$ cat src/rtl/tlb_pkg.sv
package tlb_pkg;
  typedef enum logic [1:0] {
    FLUSH_NONE = 2'b00,
    FLUSH_PID  = 2'b01,
    FLUSH_ALL  = 2'b10,
    FLUSH_RSVD = 2'b11
  } flush_op_e;
endpackage

$ cat src/rtl/tlb_match.sv
module tlb_match #(
  parameter int ENTRIES = 32,
  parameter int PID_W   = 8,
  parameter int VPN_W   = 20
) (
  input  logic [ENTRIES-1:0]            valid_i,
  input  logic [ENTRIES-1:0][PID_W-1:0] pid_i,
  input  logic [ENTRIES-1:0][VPN_W-1:0] vpn_i,
  input  logic [PID_W-1:0]              key_pid_i,
  input  logic [VPN_W-1:0]              key_vpn_i,
  output logic [ENTRIES-1:0]            match_o
);
  for (genvar g = 0; g < ENTRIES; g++) begin : g_cmp
    assign match_o[g] = valid_i[g] && (pid_i[g] == key_pid_i) && (vpn_i[g] == key_vpn_i);
  end
endmodule

$ cat src/rtl/tlb_sel.sv
module tlb_sel #(
  parameter int ENTRIES = 32,
  parameter int W       = 24
) (
  input  logic [ENTRIES-1:0]        sel_i,
  input  logic [ENTRIES-1:0][W-1:0] data_i,
  output logic [W-1:0]              data_o
);
  // one-hot and-or mux; all-zero select yields zero
  always_comb begin
    data_o = '0;
    for (int i = 0; i < ENTRIES; i++) begin
      data_o = data_o | (data_i[i] & {W{sel_i[i]}});
    end
  end
endmodule

$ cat src/rtl/tlb_victim.sv
module tlb_victim #(
  parameter int ENTRIES = 32,
  localparam int IDX_W  = (ENTRIES > 1) ? $clog2(ENTRIES) : 1
) (
  input  logic [ENTRIES-1:0] valid_i,
  input  logic [ENTRIES-1:0] upd_i,
  input  logic [IDX_W-1:0]   rr_ptr_i,
  output logic [ENTRIES-1:0] victim_o,
  output logic               evict_o
);
  logic [ENTRIES-1:0] free_oh;
  logic               found;

  always_comb begin
    free_oh = '0;
    found   = 1'b0;
    for (int i = 0; i < ENTRIES; i++) begin
      if (!valid_i[i] && !found) begin
        free_oh[i] = 1'b1;
        found      = 1'b1;
      end
    end
  end

  // priority: in-place update, then empty slot, then round-robin
  always_comb begin
    victim_o = '0;
    evict_o  = 1'b0;
    if (|upd_i) begin
      victim_o = upd_i;
    end else if (found) begin
      victim_o = free_oh;
    end else begin
      victim_o[rr_ptr_i] = 1'b1;
      evict_o            = 1'b1;
    end
  end
endmodule

$ cat src/rtl/pid_tlb.sv
module pid_tlb
  import tlb_pkg::*;
#(
  parameter int ENTRIES = 32,
  parameter int PID_W   = 8,
  parameter int VPN_W   = 20,
  parameter int PPN_W   = 20,
  parameter int META_W  = 4
) (
  input  logic              clk_i,
  input  logic              rst_ni,
  input  logic [PID_W-1:0]  lk_pid_i,
  input  logic [VPN_W-1:0]  lk_vpn_i,
  output logic              hit_o,
  output logic [PPN_W-1:0]  ppn_o,
  output logic [META_W-1:0] meta_o,
  input  logic              fill_valid_i,
  input  logic [PID_W-1:0]  fill_pid_i,
  input  logic [VPN_W-1:0]  fill_vpn_i,
  input  logic [PPN_W-1:0]  fill_ppn_i,
  input  logic [META_W-1:0] fill_meta_i,
  input  logic [1:0]        flush_op_i,
  input  logic [PID_W-1:0]  flush_pid_i
);
  localparam int IDX_W = (ENTRIES > 1) ? $clog2(ENTRIES) : 1;
  localparam int PAY_W = PPN_W + META_W;
  localparam logic [IDX_W-1:0] LAST = IDX_W'(ENTRIES - 1);

  logic [ENTRIES-1:0]             valid_q;
  logic [ENTRIES-1:0][PID_W-1:0]  pid_q;
  logic [ENTRIES-1:0][VPN_W-1:0]  vpn_q;
  logic [ENTRIES-1:0][PAY_W-1:0]  pay_q;
  logic [IDX_W-1:0]               rr_q;

  logic [ENTRIES-1:0] lk_vec, upd_vec, victim_oh, clr_vec;
  logic               evict, flush_act, fill_en;
  flush_op_e          op;

  tlb_match #(.ENTRIES(ENTRIES), .PID_W(PID_W), .VPN_W(VPN_W)) u_lk_match (
    .valid_i(valid_q), .pid_i(pid_q), .vpn_i(vpn_q),
    .key_pid_i(lk_pid_i), .key_vpn_i(lk_vpn_i), .match_o(lk_vec)
  );

  tlb_match #(.ENTRIES(ENTRIES), .PID_W(PID_W), .VPN_W(VPN_W)) u_fill_match (
    .valid_i(valid_q), .pid_i(pid_q), .vpn_i(vpn_q),
    .key_pid_i(fill_pid_i), .key_vpn_i(fill_vpn_i), .match_o(upd_vec)
  );

  tlb_sel #(.ENTRIES(ENTRIES), .W(PAY_W)) u_sel (
    .sel_i(lk_vec), .data_i(pay_q), .data_o({ppn_o, meta_o})
  );

  tlb_victim #(.ENTRIES(ENTRIES)) u_victim (
    .valid_i(valid_q), .upd_i(upd_vec), .rr_ptr_i(rr_q),
    .victim_o(victim_oh), .evict_o(evict)
  );

  assign hit_o     = |lk_vec;
  assign op        = flush_op_e'(flush_op_i);
  assign flush_act = (op == FLUSH_PID) || (op == FLUSH_ALL);
  assign fill_en   = fill_valid_i && !flush_act;

  for (genvar g = 0; g < ENTRIES; g++) begin : g_clr
    assign clr_vec[g] = (op == FLUSH_ALL) || ((op == FLUSH_PID) && (pid_q[g] == flush_pid_i));
  end

  always_ff @(posedge clk_i or negedge rst_ni) begin
    if (!rst_ni) begin
      valid_q <= '0;
      pid_q   <= '0;
      vpn_q   <= '0;
      pay_q   <= '0;
      rr_q    <= '0;
    end else if (flush_act) begin
      valid_q <= valid_q & ~clr_vec;
    end else if (fill_en) begin
      for (int i = 0; i < ENTRIES; i++) begin
        if (victim_oh[i]) begin
          valid_q[i] <= 1'b1;
          pid_q[i]   <= fill_pid_i;
          vpn_q[i]   <= fill_vpn_i;
          pay_q[i]   <= {fill_ppn_i, fill_meta_i};
        end
      end
      if (evict) rr_q <= (rr_q == LAST) ? '0 : rr_q + 1'b1;
    end
  end
endmodule

$ cat config.mk
export PLATFORM = sky130hd
export DESIGN_NAME = pid_tlb
export DESIGN_NICKNAME = d
export VERILOG_FILES = /design/src/rtl/tlb_pkg.sv /design/src/rtl/tlb_match.sv /design/src/rtl/tlb_sel.sv /design/src/rtl/tlb_victim.sv /design/src/rtl/pid_tlb.sv
export SDC_FILE = /design/constraint.sdc
export NUM_CORES = 2
export LEC_CHECK = 0
export BUFFER_PORTS_ARGS = -buffer_cell sky130_fd_sc_hd__buf_2
export CAP_MARGIN = 15
export CORE_MARGIN = 3
export CORE_UTILIZATION = 40
export CTS_CLUSTER_SIZE = 25
export DETAILED_ROUTE_END_ITERATION = 8
export PLACE_DENSITY = 0.62
export SLEW_MARGIN = 20
export SYNTH_ARGS = -nofsm -noshare
export SYNTH_HDL_FRONTEND = slang
export SYNTH_HIERARCHICAL = 1
export SYNTH_SLANG_ARGS = --single-unit
export TNS_END_PERCENT = 100
$ cat constraint.sdc
create_clock -name clk_i -period 6.7 [get_ports clk_i]
set_clock_uncertainty 0.15 [all_clocks]
set_input_delay 0.335 -clock clk_i [delete_from_list [all_inputs] [get_ports clk_i]]
set_output_delay 0.335 -clock clk_i [all_outputs]
set_load 0.05 [all_outputs]
# --- After elaboration in Yosys (flattened, before gate mapping) ---
# Cells that the tools add are included.
# W data, S select, Z words.
totals:
  ff_bits: 1701
  out_inout_bits: 25
  elab_cells: 853
classes:
  n_addsub: 1
  order_cmp: 2
  eq_ne: 163
  n_mux: 104
  bitwise_logic: 66
  reduce_logical: 388
op_table:
  columns: ["operator", "n"]
  rows:
  - ["$eq A20 B20 Y1", 64]
  - ["$and A24 B24 Y24", 32]
  - ["$eq A8 B8 Y1", 96]
  - ["$or A24 B24 Y24", 31]
  - ["$logic_and A1 B1 Y1", 193]
  - ["$mux W32", 4]
  - ["$reduce_and A3 Y1", 33]
  - ["$mux W1", 98]
  - ["$reduce_bool A2 Y1", 33]
  - ["$reduce_and A2 Y1", 32]
  - ["$reduce_or A32 Y1", 2]
  - ["$logic_not A1 Y1", 62]
  - ["$logic_or A1 B1 Y1", 33]
  - ["$and A32 B32 Y32", 1]
  - ["$not A32 Y32", 1]
  - ["$lt A5 B6 Y1 const B", 1]
  - ["$add A5 B1 Y5 const B", 1]
  - ["$demux W1 S5", 1]
  - ["$eq A5 B5 Y1 const B", 1]
  - ["$ge A5 B1 Y1 const B", 1]
  - ["$mux W5", 1]
  - ["$eq A2 B1 Y1 const B", 1]
  - ["$eq A2 B2 Y1 const B", 1]
  - ["$not A1 Y1", 1]

# --- Logic depth before layout (Yosys ltp) ---
depth:
  depth_word: 98
  mapped_depth: 16
  mapped_depth_nobuf: 12

# --- Cells and area by module ---
# Netlist, hierarchy kept.
by_module_without_submodules:
  columns: ["mod", "instances", "cells_per_inst", "area_per_inst_um2", "seq_area_each_um2"]
  rows:
  - ["pid_tlb", 1, 4238, 71564.9, 42565.8]
  - ["tlb_match", 2, 1328, 10635.2, 0.0]
  - ["tlb_sel", 1, 568, 4012.6, 0.0]
  - ["tlb_victim", 1, 161, 1059.8, 0.0]

# --- Least setup slack after synthesis ---
# Ideal clock, no wire load.
synth_timing:
  kind: "input-to-reg"
  from: "in fill_vpn_i[16]"
  to: "reg pay_q[363] (netlist bit)"
  arrival_ps: 3401
  path_slack_ps: 3025
  cell_stages: 15
  cell_sequence: "buf_2 -> buf_6 -> buf_2 -> xnor2_1 -> nand4_1 -> nor4_1 -> nor4_4 -> nand4_4 -> or4_4 -> or3_1 -> o211ai_2 -> and3_4 -> buf_12 -> buf_12 -> mux2_2"
synth_via:
  elab_chain_cells: 5
synth_lines:
  columns: ["item", "line_no", "source"]
  rows:
  - ["start, declared", "pid_tlb.sv:19", "input logic [VPN_W-1:0] fill_vpn_i,"]
  - ["$eq A20 B20 Y1", "tlb_match.sv:14", "assign match_o[g] = valid_i[g] && (pid_i[g] == key_pid_i) && (vpn_i[g] == key_vpn_i);"]
  - ["$logic_and A1 B1 Y1", "tlb_match.sv:14", null]
  - ["named net upd_vec[16]", "pid_tlb.sv:35", "logic [ENTRIES-1:0] lk_vec, upd_vec, victim_oh, clr_vec;"]
  - ["$reduce_or A32 Y1", "tlb_victim.sv:29", "if (|upd_i) begin"]
  - ["$mux W32", "tlb_victim.sv:29", null]
  - ["named net victim_oh[15]", "pid_tlb.sv:35", null]
  - ["$reduce_and A3 Y1 (no line)", null, null]
  - ["end signal, assigned by index", "pid_tlb.sv:82", "pay_q[i] <= {fill_ppn_i, fill_meta_i};"]
  - ["end, declared", "pid_tlb.sv:32", "logic [ENTRIES-1:0][PAY_W-1:0] pay_q;"]
# The timed path passes the listed nets, and every way through them passes these cells.
# A chain may end at the register's enable or synchronous reset.

# --- Final worst setup path ---
layout_timing:
  from: "in fill_pid_i[7]"
  to: "reg vpn_q[79] (netlist bit)"
layout_via:
  elab_chain_cells: 6
layout_lines:
  columns: ["item", "line_no", "source"]
  rows:
  - ["start, declared", "pid_tlb.sv:18", "input logic [PID_W-1:0] fill_pid_i,"]
  - ["$eq A8 B8 Y1", "tlb_match.sv:14", null]
  - ["$logic_and A1 B1 Y1 (2 in series)", "tlb_match.sv:14", null]
  - ["named net upd_vec[24]", "pid_tlb.sv:35", null]
  - ["$reduce_or A32 Y1", "tlb_victim.sv:29", null]
  - ["$mux W32", "tlb_victim.sv:29", null]
  - ["named net victim_oh[3]", "pid_tlb.sv:35", null]
  - ["$reduce_and A3 Y1 (no line)", null, null]
  - ["end signal, assigned by index", "pid_tlb.sv:81", "vpn_q[i] <= fill_vpn_i;"]
  - ["end, declared", "pid_tlb.sv:31", "logic [ENTRIES-1:0][VPN_W-1:0] vpn_q;"]
# The timed path passes the listed nets, and every way through them passes these cells.

==> results_dict.tcl <==
set metrics [dict create \
    ant_nets 0 \
    yosysSeqAreaShare_pct 43.48 \
    synth-seq-cells 1701 \
    layout_common_cells "dfrtp_1 (1701), xor2_1 (1460), mux2_2 (1046)" \
    dpl_cell_area_um2 99130 \
    via_per_inst 5.957 \
    area_delta_synth_final_pct 7.912 \
    cp_max_fo 39 \
    synth_edf_count 0 \
    combPwrFrac_pct 14.3 \
    path_class "in2reg" \
    cp-end-kind "flip-flop" \
    io_pins 118 \
    die_y_um 500.7 \
    grt.total_usage_pct 26.17 \
    clk_pin_slew_ns 0.07 \
    p_per_area_nw_per_um2 241.9 \
    vias 64850 \
    required_ns 7.27 \
    synthFlopType "dfrtp_1" \
    ys_warn_count 6 \
    synth_compound_area_share_pct 4.055 \
    core_um2 242100 \
    clock_latency_ns 0.86 \
    initial_core_util_pct 40.44 \
    worstMarginPinSlew_ns 1.234 \
    syn_area_um2 97910 \
    fin_crit_sh_pct 81.77 \
    clock-root-buffer "clkbuf_16" \
    h-tree-depth 4 \
    grt_overflow 0 \
    netSwitchingPower_mw 7.108 \
    leakage_nw 48.86 \
    drive_gt1_share_pct 31.28 \
    grt_pass1_wl_um 480800 \
    cp.arrival_ns 6.05 \
    finalSetupTns_ns 0 \
    hold_path_class "in2reg" \
    avgSynthCellArea_um2 12.84 \
    cts_buffer_depth 3 \
    critPathLaunchType "input port" \
    dp_hpwl_um 200100 \
    synthCells 7623 \
    synth_nets 7720 \
    maxSlewViolCount 0 \
    swShare_pct 27.82 \
    grt_antenna_before_repair 15 \
    muxShareOfSynthArea_pct 21.39 \
    status "completed" \
    synthAdderAreaFrac_pct 0.05112 \
    die_w_um 500.7 \
    synth-xor-area-share_pct 18.21 \
    cts_buffers 182 \
    finalSetupViolCount 0 \
    wire_per_inst_um 30.90 \
    post-route-drc-count 0 \
    cts_sinks 1701 \
    rsz0062_at_grt "no" \
    cts_tree "built" \
    gp_congestion 0.9239 \
    final_common_cell "dfrtp_1" \
    synth-simple-area-share_pct 6.263 \
    synthArstFlopShare_pct 100.0 \
    min_period_ns 5.478 \
    r2r_cells 8 \
    power.clock.fraction_pct 40.2 \
    io_buffers 117 \
    initialDrtViolationCount 7354 \
    wl_um 336400 \
    hold_viol 0 \
    grt_max_degree 175 \
    timing.fmax_mhz 182.5 \
    finalNetCount 7643 \
    rows 180 \
    ir_worst_vdd_mv 0.2901 \
    dieArea_um2 250700 \
    timing.max_cap.violations 0 \
    synthDistinctLibCells 68 \
    hold_depth 2 \
    synth_top_family_by_area "multiplexers" \
    p_seq_share_pct 45.5 \
    p_int_mw 18.45 \
    relSlewSlack_pct 17.74 \
    final_area_um2 105700 \
    grt_pass1_vias 65620 \
    drt-pass1-iter-count 5 \
]
## cell usage after synthesis (28+ instances only)
master / n / area [um2]
dfrtp_1: 1701 / 42570
nor3_1: 105 / 525.5
clkbuf_1: 191 / 716.9
o21ai_0: 28 / 140.1
a31oi_1: 34 / 212.7
buf_2: 190 / 950.9
mux2_4: 580 / 8708
nor2_1: 43 / 161.4
xor2_1: 1460 / 12790
xnor2_1: 576 / 5045
mux2_1: 40 / 450.4
nor4_1: 344 / 2152
nand4_1: 300 / 1877
buf_6: 93 / 1047
mux2_2: 1046 / 11780
nand3_1: 61 / 305.3
a22oi_1: 383 / 2875
buf_12: 162 / 3243
buf_4: 47 / 352.8
## routing by layer
layer  up-vias  global-route usage [%]  share of wire [%]
met4         8                   12.08                5.1
met5         -                       0              0.015
met1     34180                   34.65                 41
li1      26770                       -                  -
met3       853                   5.192                8.0
met2      3036                   41.26                 46
## state kept, by name, summed over array words and instances (netlist names)
signal,cells
vpn_q,640
rr_q,5
pid_q,256
pay_q,768
valid_q,32
## worst max-delay path: stages
cell	delay, ns
dlygate4sd3_1	0.53
buf_4	0.53
buf_4	0.43
xor2_1	0.25
nor4_1	0.11
nand3_1	0.13
nor4_2	0.14
nor4_4	0.35
nand4_4	0.26
nor3_1	0.46
nand4_1	0.42
o21ai_0	0.31
and3_4	0.48
buf_4	0.68
mux2_2	0.41
## layout make-up
class                      instances  area [um2]
clock buffer                     274        5363
timing repair buffer             423        3831
fill                           21820      136500
inverter                          27       101.3
tap                             3185        3985
sequential                      1701       42570
antenna                            6       15.01
clock inverter                    59       611.8
multi-input combinational       5211       49180
## final timing paths
check	slack, ns	to	from
min reg2reg	0.34	pay_q[664]	pay_q[664]
min in group asynchronous	0.45	vpn_q[436]	rst_ni
max	1.22	vpn_q[79]	fill_pid_i[7]
max in group asynchronous	4.19	pay_q[367]	rst_ni
max reg2reg	1.48	vpn_q[79]	valid_q[9]
min	0.07	vpn_q[401]	fill_vpn_i[1]
## per-stage QoR
step / hold WS, ns / util, % / std cells / setup slack (ns) / power, mW
floorplan: -0.1106 / - / 7623 / 3.025 / 14.18
global placement: 0.2301 / 40.92 / 10500 / 1.083 / 15.24
detailed placement: 0.2256 / 40.95 / 10500 / 1.043 / 15.34
CTS: 0.007931 / 43.63 / 10880 / 1.518 / 25.61
global route: 0.02370 / 43.64 / 10890 / 1.230 / 26.37
finish: 0.07353 / 43.64 / 10890 / 1.222 / 25.55
## kinds of logic (layout without fill, tap and decap cells)
| group | Yosys count | count (layout) |
|---|---|---|
| compound gates | 534 | 534 |
| xor+xnor | 2036 | 2036 |
| fa+ha+maj | 4 | 4 |
| buf+inv | 711 | 783 |
| flops | 1701 | 1701 |
| mux | 1666 | 1666 |
| other cells | 0 | 6 |
| simple gates | 971 | 971 |
## power groups by stage
stage          clock network [mW]  logic, mW  registers, mW
6_report                     10.3       3.66           11.6
5_1_grt                      10.8       3.87           11.7
4_1_cts                      10.4       3.62           11.6
3_5_place_dp                    0       3.57           11.8
3_3_place_gp                    0       3.50           11.7
2_1_floorplan                   0       2.58           11.6
## what timing repair did
item                                   4_1_cts  5_1_grt
resized for setup                            0        0
setup buffers                                0        0
endpoints found under the hold margin     1093        0
hold buffers                                50        0
Power figures use the tool's default switching activity.
